<file path="config.mk">
export PLATFORM = sky130hd
export DESIGN_NAME = pdm_capture_fifo
export DESIGN_NICKNAME = d
export VERILOG_FILES = /design/src/rtl/pdm_cap_pkg.sv /design/src/rtl/pdm_cap_pack.sv /design/src/rtl/pdm_cap_fifo.sv /design/src/rtl/pdm_cap_regs.sv /design/src/rtl/pdm_capture_fifo.sv
export SDC_FILE = /design/constraint.sdc
export NUM_CORES = 2
export LEC_CHECK = 0
export ABC_CLOCK_PERIOD_IN_PS = 5300
export BUFFER_PORTS_ARGS = -buffer_cell sky130_fd_sc_hd__buf_2
export CORE_UTILIZATION = 35
export CTS_BUF_LIST = sky130_fd_sc_hd__clkbuf_4 sky130_fd_sc_hd__clkbuf_8 sky130_fd_sc_hd__clkbuf_16
export CTS_CLUSTER_SIZE = 40
export DETAILED_ROUTE_END_ITERATION = 7
export PLACE_DENSITY = 0.52
export SLEW_MARGIN = 20
export SYNTH_ARGS = -nofsm -noshare
export SYNTH_HDL_FRONTEND = slang
export SYNTH_SLANG_ARGS = --single-unit
export TNS_END_PERCENT = 100
</file>
<file path="constraint.sdc">
create_clock -name clk -period 5.3 [get_ports clk]
set_clock_uncertainty 0.15 [all_clocks]
set_input_delay 0.53 -clock clk [delete_from_list [all_inputs] [get_ports clk]]
set_output_delay 0.53 -clock clk [all_outputs]
set_load 0.02 [all_outputs]
</file>
<file path="src/rtl/pdm_cap_pkg.sv">
package pdm_cap_pkg;
   typedef enum logic [7:0] {
      OFF_ENABLE  = 8'h00,
      OFF_RATE    = 8'h04,
      OFF_CTRL    = 8'h08,
      OFF_DATA    = 8'h10,
      OFF_DMACTL  = 8'h14,
      OFF_STATUS  = 8'h18,
      OFF_FIFOCTL = 8'h1C,
      OFF_CHCOUNT = 8'h24,
      OFF_COUNT   = 8'h2C,
      OFF_HPF     = 8'h38,
      OFF_VERSION = 8'h50
   } reg_off_e;

   // bit positions decoded by software and the DMA path
   localparam int unsigned B_GLOBAL  = 8;
   localparam int unsigned B_RES24   = 8;
   localparam int unsigned B_LOWJUST = 9;
   localparam int unsigned B_FLUSH   = 31;
   localparam int unsigned B_DRQ     = 2;
   localparam int unsigned B_PEND    = 0;
   localparam int unsigned B_OVR     = 1;
endpackage

</file>
<file path="src/rtl/pdm_cap_pack.sv">
module pdm_cap_pack #(
   parameter int unsigned SAMPLE_W = 21,
   parameter int unsigned SHORT_W  = 16,
   parameter int unsigned LONG_W   = 24,
   parameter int unsigned WORD_W   = 32
) (
   input  logic [SAMPLE_W-1:0] sample,
   input  logic                res24,
   input  logic                low_just,
   output logic [WORD_W-1:0]   word
);
   localparam int unsigned LPAD = LONG_W - SAMPLE_W;

   generate
      if (SHORT_W >= SAMPLE_W || LONG_W <= SAMPLE_W || WORD_W <= LONG_W) begin : g_bad_widths
         $error("pdm_cap_pack: need SHORT_W < SAMPLE_W < LONG_W < WORD_W");
      end
   endgenerate

   logic [SHORT_W-1:0] short_s;
   logic [LONG_W-1:0]  long_s;
   logic [WORD_W-1:0]  low_word;
   logic [WORD_W-1:0]  high_word;

   assign short_s = sample[SAMPLE_W-1 -: SHORT_W];
   assign long_s  = {sample, {LPAD{1'b0}}};

   always_comb begin
      if (res24) begin
         low_word  = {{(WORD_W-LONG_W){long_s[LONG_W-1]}}, long_s};
         high_word = {sample, {(WORD_W-SAMPLE_W){1'b0}}};
      end else begin
         low_word  = {{(WORD_W-SHORT_W){short_s[SHORT_W-1]}}, short_s};
         high_word = {short_s, {(WORD_W-SHORT_W){1'b0}}};
      end
      word = low_just ? low_word : high_word;
   end
endmodule

</file>
<file path="src/rtl/pdm_cap_fifo.sv">
module pdm_cap_fifo #(
   parameter int unsigned WORD_W = 32,
   parameter int unsigned DEPTH  = 64,
   localparam int unsigned AW    = $clog2(DEPTH),
   localparam int unsigned CW    = AW + 1
) (
   input  logic              clk,
   input  logic              rst_n,
   input  logic              flush,
   input  logic              push,
   input  logic [WORD_W-1:0] din,
   input  logic              pop,
   output logic [WORD_W-1:0] head,
   output logic [CW-1:0]     fill,
   output logic              full,
   output logic              empty
);
   generate
      if (DEPTH < 2 || (1 << AW) != DEPTH) begin : g_bad_depth
         $error("pdm_cap_fifo: DEPTH must be a power of two, at least 2");
      end
   endgenerate

   logic [WORD_W-1:0] mem [DEPTH];
   logic [AW-1:0]     wp, rp;
   logic              do_push, do_pop;

   assign full    = (fill == CW'(DEPTH));
   assign empty   = (fill == '0);
   assign do_push = push && !full;
   assign do_pop  = pop && !empty;
   assign head    = mem[rp];

   always_ff @(posedge clk) begin
      if (do_push && !flush) mem[wp] <= din;
   end

   always_ff @(posedge clk or negedge rst_n) begin
      if (!rst_n) begin
         wp   <= '0;
         rp   <= '0;
         fill <= '0;
      end else if (flush) begin
         wp   <= '0;
         rp   <= '0;
         fill <= '0;
      end else begin
         if (do_push) wp <= wp + 1'b1;
         if (do_pop)  rp <= rp + 1'b1;
         case ({do_push, do_pop})
            2'b10:   fill <= fill + 1'b1;
            2'b01:   fill <= fill - 1'b1;
            default: fill <= fill;
         endcase
      end
   end
endmodule

</file>
<file path="src/rtl/pdm_cap_regs.sv">
module pdm_cap_regs
   import pdm_cap_pkg::*;
#(
   parameter int unsigned NUM_CH  = 8,
   parameter int unsigned WORD_W  = 32,
   parameter logic [31:0] VERSION = 32'h0002_0100,
   localparam int unsigned SW     = $clog2(NUM_CH)
) (
   input  logic              clk,
   input  logic              rst_n,
   input  logic              wr,
   input  logic              rd,
   input  logic [7:0]        addr,
   input  logic [31:0]       wdata,
   output logic [31:0]       rdata,
   input  logic [WORD_W-1:0] fifo_head,
   input  logic              fifo_empty,
   input  logic              ovr_evt,
   output logic [NUM_CH-1:0] ch_mask,
   output logic              glb_en,
   output logic [SW-1:0]     ch_last,
   output logic              res24,
   output logic              low_just,
   output logic              drq_en,
   output logic              fifo_pop,
   output logic              fifo_flush,
   output logic              ovr_flag,
   output logic [2:0]        rate_code,
   output logic              osr_high,
   output logic [NUM_CH-1:0] hpf_en
);
   generate
      if (NUM_CH < 2 || NUM_CH > 8 || (1 << SW) != NUM_CH) begin : g_bad_ch
         $error("pdm_cap_regs: NUM_CH must be 2, 4 or 8");
      end
      if (WORD_W != 32) begin : g_bad_word
         $error("pdm_cap_regs: read port is 32 bits wide");
      end
   endgenerate

   logic pend_q, ovr_q, flush_q, count_q;
   logic wr_stat;

   assign wr_stat    = wr && (addr == OFF_STATUS);
   assign fifo_flush = flush_q;
   assign ovr_flag   = ovr_q;
   assign fifo_pop   = rd && (addr == OFF_DATA) && !fifo_empty;

   always_ff @(posedge clk or negedge rst_n) begin
      if (!rst_n) begin
         ch_mask   <= '0;
         glb_en    <= 1'b0;
         ch_last   <= '0;
         res24     <= 1'b0;
         low_just  <= 1'b0;
         drq_en    <= 1'b0;
         rate_code <= '0;
         osr_high  <= 1'b0;
         hpf_en    <= '0;
         count_q   <= 1'b0;
         flush_q   <= 1'b0;
         pend_q    <= 1'b0;
         ovr_q     <= 1'b0;
      end else begin
         flush_q <= 1'b0;
         if (wr) begin
            case (addr)
               OFF_ENABLE: begin
                  ch_mask <= wdata[NUM_CH-1:0];
                  glb_en  <= wdata[B_GLOBAL];
               end
               OFF_RATE:    rate_code <= wdata[2:0];
               OFF_CTRL:    osr_high  <= wdata[0];
               OFF_DMACTL:  drq_en    <= wdata[B_DRQ];
               OFF_FIFOCTL: begin
                  res24    <= wdata[B_RES24];
                  low_just <= wdata[B_LOWJUST];
                  flush_q  <= wdata[B_FLUSH];
               end
               OFF_CHCOUNT: ch_last <= wdata[SW-1:0];
               OFF_COUNT:   count_q <= wdata[0];
               OFF_HPF:     hpf_en  <= wdata[NUM_CH-1:0];
               default: ;
            endcase
         end
         pend_q <= (pend_q && !(wr_stat && wdata[B_PEND])) || !fifo_empty;
         ovr_q  <= (ovr_q && !(wr_stat && wdata[B_OVR])) || ovr_evt;
      end
   end

   always_comb begin
      rdata = '0;
      if (rd) begin
         case (addr)
            OFF_ENABLE:  begin
               rdata[NUM_CH-1:0] = ch_mask;
               rdata[B_GLOBAL]   = glb_en;
            end
            OFF_RATE:    rdata[2:0] = rate_code;
            OFF_CTRL:    rdata[0]   = osr_high;
            OFF_DATA:    rdata      = fifo_empty ? '0 : fifo_head;
            OFF_DMACTL:  rdata[B_DRQ] = drq_en;
            OFF_STATUS:  begin
               rdata[B_PEND] = pend_q;
               rdata[B_OVR]  = ovr_q;
            end
            OFF_FIFOCTL: begin
               rdata[B_RES24]   = res24;
               rdata[B_LOWJUST] = low_just;
            end
            OFF_CHCOUNT: rdata[SW-1:0] = ch_last;
            OFF_COUNT:   rdata[0] = count_q;
            OFF_HPF:     rdata[NUM_CH-1:0] = hpf_en;
            OFF_VERSION: rdata = VERSION;
            default:     rdata = '0;
         endcase
      end
   end

   logic unused_wbits;
   assign unused_wbits = ^{wdata[30:10], wdata[7:3]};
endmodule

</file>
<file path="src/rtl/pdm_capture_fifo.sv">
module pdm_capture_fifo #(
   parameter int unsigned NUM_CH   = 8,
   parameter int unsigned SAMPLE_W = 21,
   parameter int unsigned DEPTH    = 64,
   parameter int unsigned BURST    = 8,
   parameter logic [31:0] VERSION  = 32'h0002_0100,
   localparam int unsigned SW      = $clog2(NUM_CH),
   localparam int unsigned CW      = $clog2(DEPTH) + 1
) (
   input  logic                clk,
   input  logic                rst_n,
   input  logic                reg_wr,
   input  logic                reg_rd,
   input  logic [7:0]          reg_addr,
   input  logic [31:0]         reg_wdata,
   output logic [31:0]         reg_rdata,
   input  logic                smp_valid,
   input  logic [SW-1:0]       smp_slot,
   input  logic [SAMPLE_W-1:0] smp_data,
   output logic                dma_req,
   output logic [2:0]          rate_code,
   output logic                osr_high,
   output logic [NUM_CH-1:0]   hpf_en
);
   localparam int unsigned WORD_W = 32;

   generate
      if (BURST < 1 || BURST > DEPTH) begin : g_bad_burst
         $error("pdm_capture_fifo: BURST must lie in 1..DEPTH");
      end
   endgenerate

   logic [NUM_CH-1:0] ch_mask;
   logic              glb_en, res24, low_just, drq_en;
   logic [SW-1:0]     ch_last;
   logic              fifo_pop, fifo_flush, ovr_flag;
   logic [WORD_W-1:0] packed_word, fifo_head;
   logic [CW-1:0]     fifo_fill;
   logic              fifo_full, fifo_empty;
   logic              smp_take, ovr_evt;

   assign smp_take = smp_valid && glb_en && ch_mask[smp_slot] && (smp_slot <= ch_last);
   assign ovr_evt  = smp_take && fifo_full;
   assign dma_req  = drq_en && (fifo_fill >= CW'(BURST));

   pdm_cap_regs #(.NUM_CH(NUM_CH), .WORD_W(WORD_W), .VERSION(VERSION)) u_regs (
      .clk(clk), .rst_n(rst_n), .wr(reg_wr), .rd(reg_rd), .addr(reg_addr),
      .wdata(reg_wdata), .rdata(reg_rdata), .fifo_head(fifo_head),
      .fifo_empty(fifo_empty), .ovr_evt(ovr_evt), .ch_mask(ch_mask),
      .glb_en(glb_en), .ch_last(ch_last), .res24(res24), .low_just(low_just),
      .drq_en(drq_en), .fifo_pop(fifo_pop), .fifo_flush(fifo_flush),
      .ovr_flag(ovr_flag), .rate_code(rate_code), .osr_high(osr_high),
      .hpf_en(hpf_en)
   );

   pdm_cap_pack #(.SAMPLE_W(SAMPLE_W), .WORD_W(WORD_W)) u_pack (
      .sample(smp_data), .res24(res24), .low_just(low_just), .word(packed_word)
   );

   pdm_cap_fifo #(.WORD_W(WORD_W), .DEPTH(DEPTH)) u_fifo (
      .clk(clk), .rst_n(rst_n), .flush(fifo_flush), .push(smp_take),
      .din(packed_word), .pop(fifo_pop), .head(fifo_head), .fill(fifo_fill),
      .full(fifo_full), .empty(fifo_empty)
   );
endmodule

</file>
==> flow_summary.ini <==
[grt]
antenna_found_initial = 4
grt_pass1_wl_mm = 298
grt_pass1_vias = 40189
track_usage = 0.176
overflow = 0
grt_max_degree = 113

[synth]
synthXorXnorAreaFrac = 0.00171
synth_compound_area_frac = 0.0235
async_flop_share = 0.0238
synth_fp_nets = 3873
synth-simple-area-share = 0.0192
syn_inst = 3797
synth_area_per_cell_um2 = 21.6
synth.area.top_cells = edfxtp_1 (75%), mux4_2 (13%), mux2i_1 (3.7%), dfrtp_1 (1.5%), a22oi_1 (0.87%)
ys_warn_count = 0
synth_top_family_by_area = multiplexers
synth_adder_area_share = 0.00107
seq_area_frac_synth = 0.767
syn_area_um2 = 81800
synthMuxAreaShare = 0.172
synth_top_area_frac = 0.751
synth_flop_cell = edfxtp_1
synth-seq-cells = 2098
synth_edf_count = 2048
ys_types = 61
yosys.area.top_type = edfxtp_1

[die]
io_pins = 114
die_h_um = 486
dieWidth_um = 486
start_util = 0.352
die_area_um2 = 236000
fp-row-count = 177
core_um2 = 233000

[finish]
final_util = 0.409
layout-drive-gt1-share = 0.296
regArea_um2 = 62800
fillCellCount = 20351
syn2layout_area_growth_pct = 16.1
multiInputGateArea_um2 = 18700
nets = 4173

[route]
wire_per_inst_um = 28.4
avgViaCountPerCell = 5.31
drtAntennaViolNets = 0
drc_errors = 0
first_pass_iters = 5
vias = 38922
wl_mm = 208
drtIter0Drc = 3713

[power]
vdd_drop_max_mv = 0.359
power.total_mw = 34.0
powerDensity_nw_per_um2 = 357
p_leak_nw = 29.6

[setup_path]
required_ns = 4.62
cp.arrival_ns = 4.21
crit_path_end_kind = output pin
critPathTopFamily = multiplexers
crit_fanout = 55
cpMaxStageDelayCell = dfrtp_4
path_cells = buf_12, mux4_2, mux2i_1, o22ai_1, o21ai_0, o22ai_1, buf_2
critPathMaxStageDelay_ns = 0.81
worstSetupStartpointType = flop
criticalPathCategory = flop to output pin
crit_buf_inv = 2
crit_path_frequent_cell = o22ai_1

[placed_design]
gp_congestion = 0.799
portBuffers = 92
dpl.hpwl_mm = 119
dp_slack_ns = 0.870

[timing]
min_period_ns = 4.89
worst_slack_ns = 0.414
finalHoldViolCount = 0
grt_setup_unrepaired = false
tns_ns = 0
finalMaxSlewViolations = 0
slew_headroom = 0.281
worst_slew_pin_slew_ns = 1.07
fin_crit_sh = 0.922
setup_viol = 0
fmax_ghz = 0.205

[clocking]
cts_root_buf = clkbuf_16
clockBufferDepth = 3
cts_resized = 0
clk_latency_ns = 0.84
htreeDepth = 4
clock-sinks = 2098
cts_tree = done
postCtsSetupRepairBufs = 0
cts_made_buffers = 217
clk_transition_reported_paths_ns = 0.06

[flow_run]
maxCapViolCount = 0

[status]
status = finished, final reports clean

[worst_hold_path]
min_path_type = primary input to flop
==> synth_stat cells (7+ instances only) <==
master,instances
nand4_1,14
o221ai_1,33
nor2b_1,14
mux2_2,29
a31oi_1,13
nand2b_1,10
a221oi_1,11
a22oi_1,95
buf_1,24
ha_1,7
a22o_1,12
inv_1,54
o21ai_0,42
dfrtp_1,50
buf_2,72
edfxtp_1,2048
and3_1,14
a21oi_1,40
buf_4,20
clkbuf_1,96
nand3_1,41
nand2_1,75
nor3_1,12
nor2_1,99
and2_1,9
mux4_2,479
mux2i_1,300
o22ai_1,8
xor2_1,10
==> kinds of logic (layout without fill, tap and decap cells) <==
group / count (synthesis) / in the layout
other cells: 0 / 3
simple gates: 320 / 320
fa+ha+maj: 7 / 7
mux: 808 / 808
compound gates: 275 / 275
buf+inv: 273 / 759
flops: 2098 / 2098
xor+xnor: 16 / 16
==> metrics by stage <==
step	cell area (µm²)	hold slack, ns	std cells
final	95100	0.132	7329
after global routing	95100	0.0841	7326
after CTS	95000	0.0311	7324
after detailed placement	87600	0.337	6898
after global placement	87600	0.341	6897
after floorplan	81800	0.0844	3797
==> tightest hold or removal path, delay by kind of cell <==
family        cells  cell delay (ns)
buf+inv           1             0.15
mux               1             0.15
simple gates      2             0.26
==> timing repair <==
action | CTS | global route
hold buffers | 21 | 0
endpoints found under the setup margin | 0 | 0
endpoints found under the hold margin | 81 | 0
==> cell usage in the layout, fill, tap and decap left out, drive strengths merged, types with 33 or more instances in the layout <==
cell       n
nor2     101
inv       61
buf      279
clkinv    95
o221ai    33
nand3     41
dfrtp     50
a22oi     95
clkbuf   276
a21oi     40
mux2i    300
o21ai     43
mux4     479
edfxtp  2048
nand2     77
==> sequential cells by signal, indices dropped and copies added, names as in the netlist, 3 cells and up <==
register          count
u_regs.hpf_en         8
u_regs.ch_last        3
u_fifo.wp             6
u_fifo.mem         2048
u_fifo.rp             6
u_regs.ch_mask        8
u_fifo.fill           7
u_regs.rate_code      3
==> worst paths after layout <==
kind / depth (start not counted) / to / slack [ns] / startpoint
max in group asynchronous: 3 / u_fifo.rp[3] / 4.24 / rst_n
setup reg to reg: 11 / u_fifo.mem[24][8] / 1.19 / u_regs.ch_last[1]
hold / removal: 4 / u_regs.count_q / 0.13 / reg_addr[7]
hold reg to reg: 2 / u_regs.pend_q / 0.36 / u_regs.pend_q
setup / recovery: 7 / reg_rdata[0] / 0.41 / u_fifo.rp[0]
min in group asynchronous: 3 / u_regs.hpf_en[1] / 0.18 / rst_n
==> metal layers <==
layer / share of wire / vias up / wire length [µm] / global-route usage
met2: 0.49 / 1010 / 102000 / 0.289
met4: 0.023 / 0 / 4750 / 0.0462
met1: 0.44 / 21136 / 92000 / 0.244
met3: 0.046 / 252 / 9650 / 0.0257
met5: 0 / - / 0 / 0
li1: - / 16524 / - / -
==> area by class of cell <==
cell class,instances,area share
Clock inverter,129,0.0129
Inverter,54,0.00213
Timing Repair Buffer,300,0.0256
Tap cell,3043,0.0401
Antenna cell,3,0.0000790
Sequential cell,2098,0.660
Clock buffer,276,0.0627
Multi-Input combinational cell,1426,0.196
==> power breakdown <==
group	internal [mW]	switching, mW	leakage, nW	total (mW)
sequential	18.2	0.0164	19.9	18.2
clock	8.87	6.39	3.58	15.3
combinational	0.115	0.372	6.04	0.487
total	27.2	6.78	29.6	34.0
No activity file was read; power rests on OpenSTA's default activity.
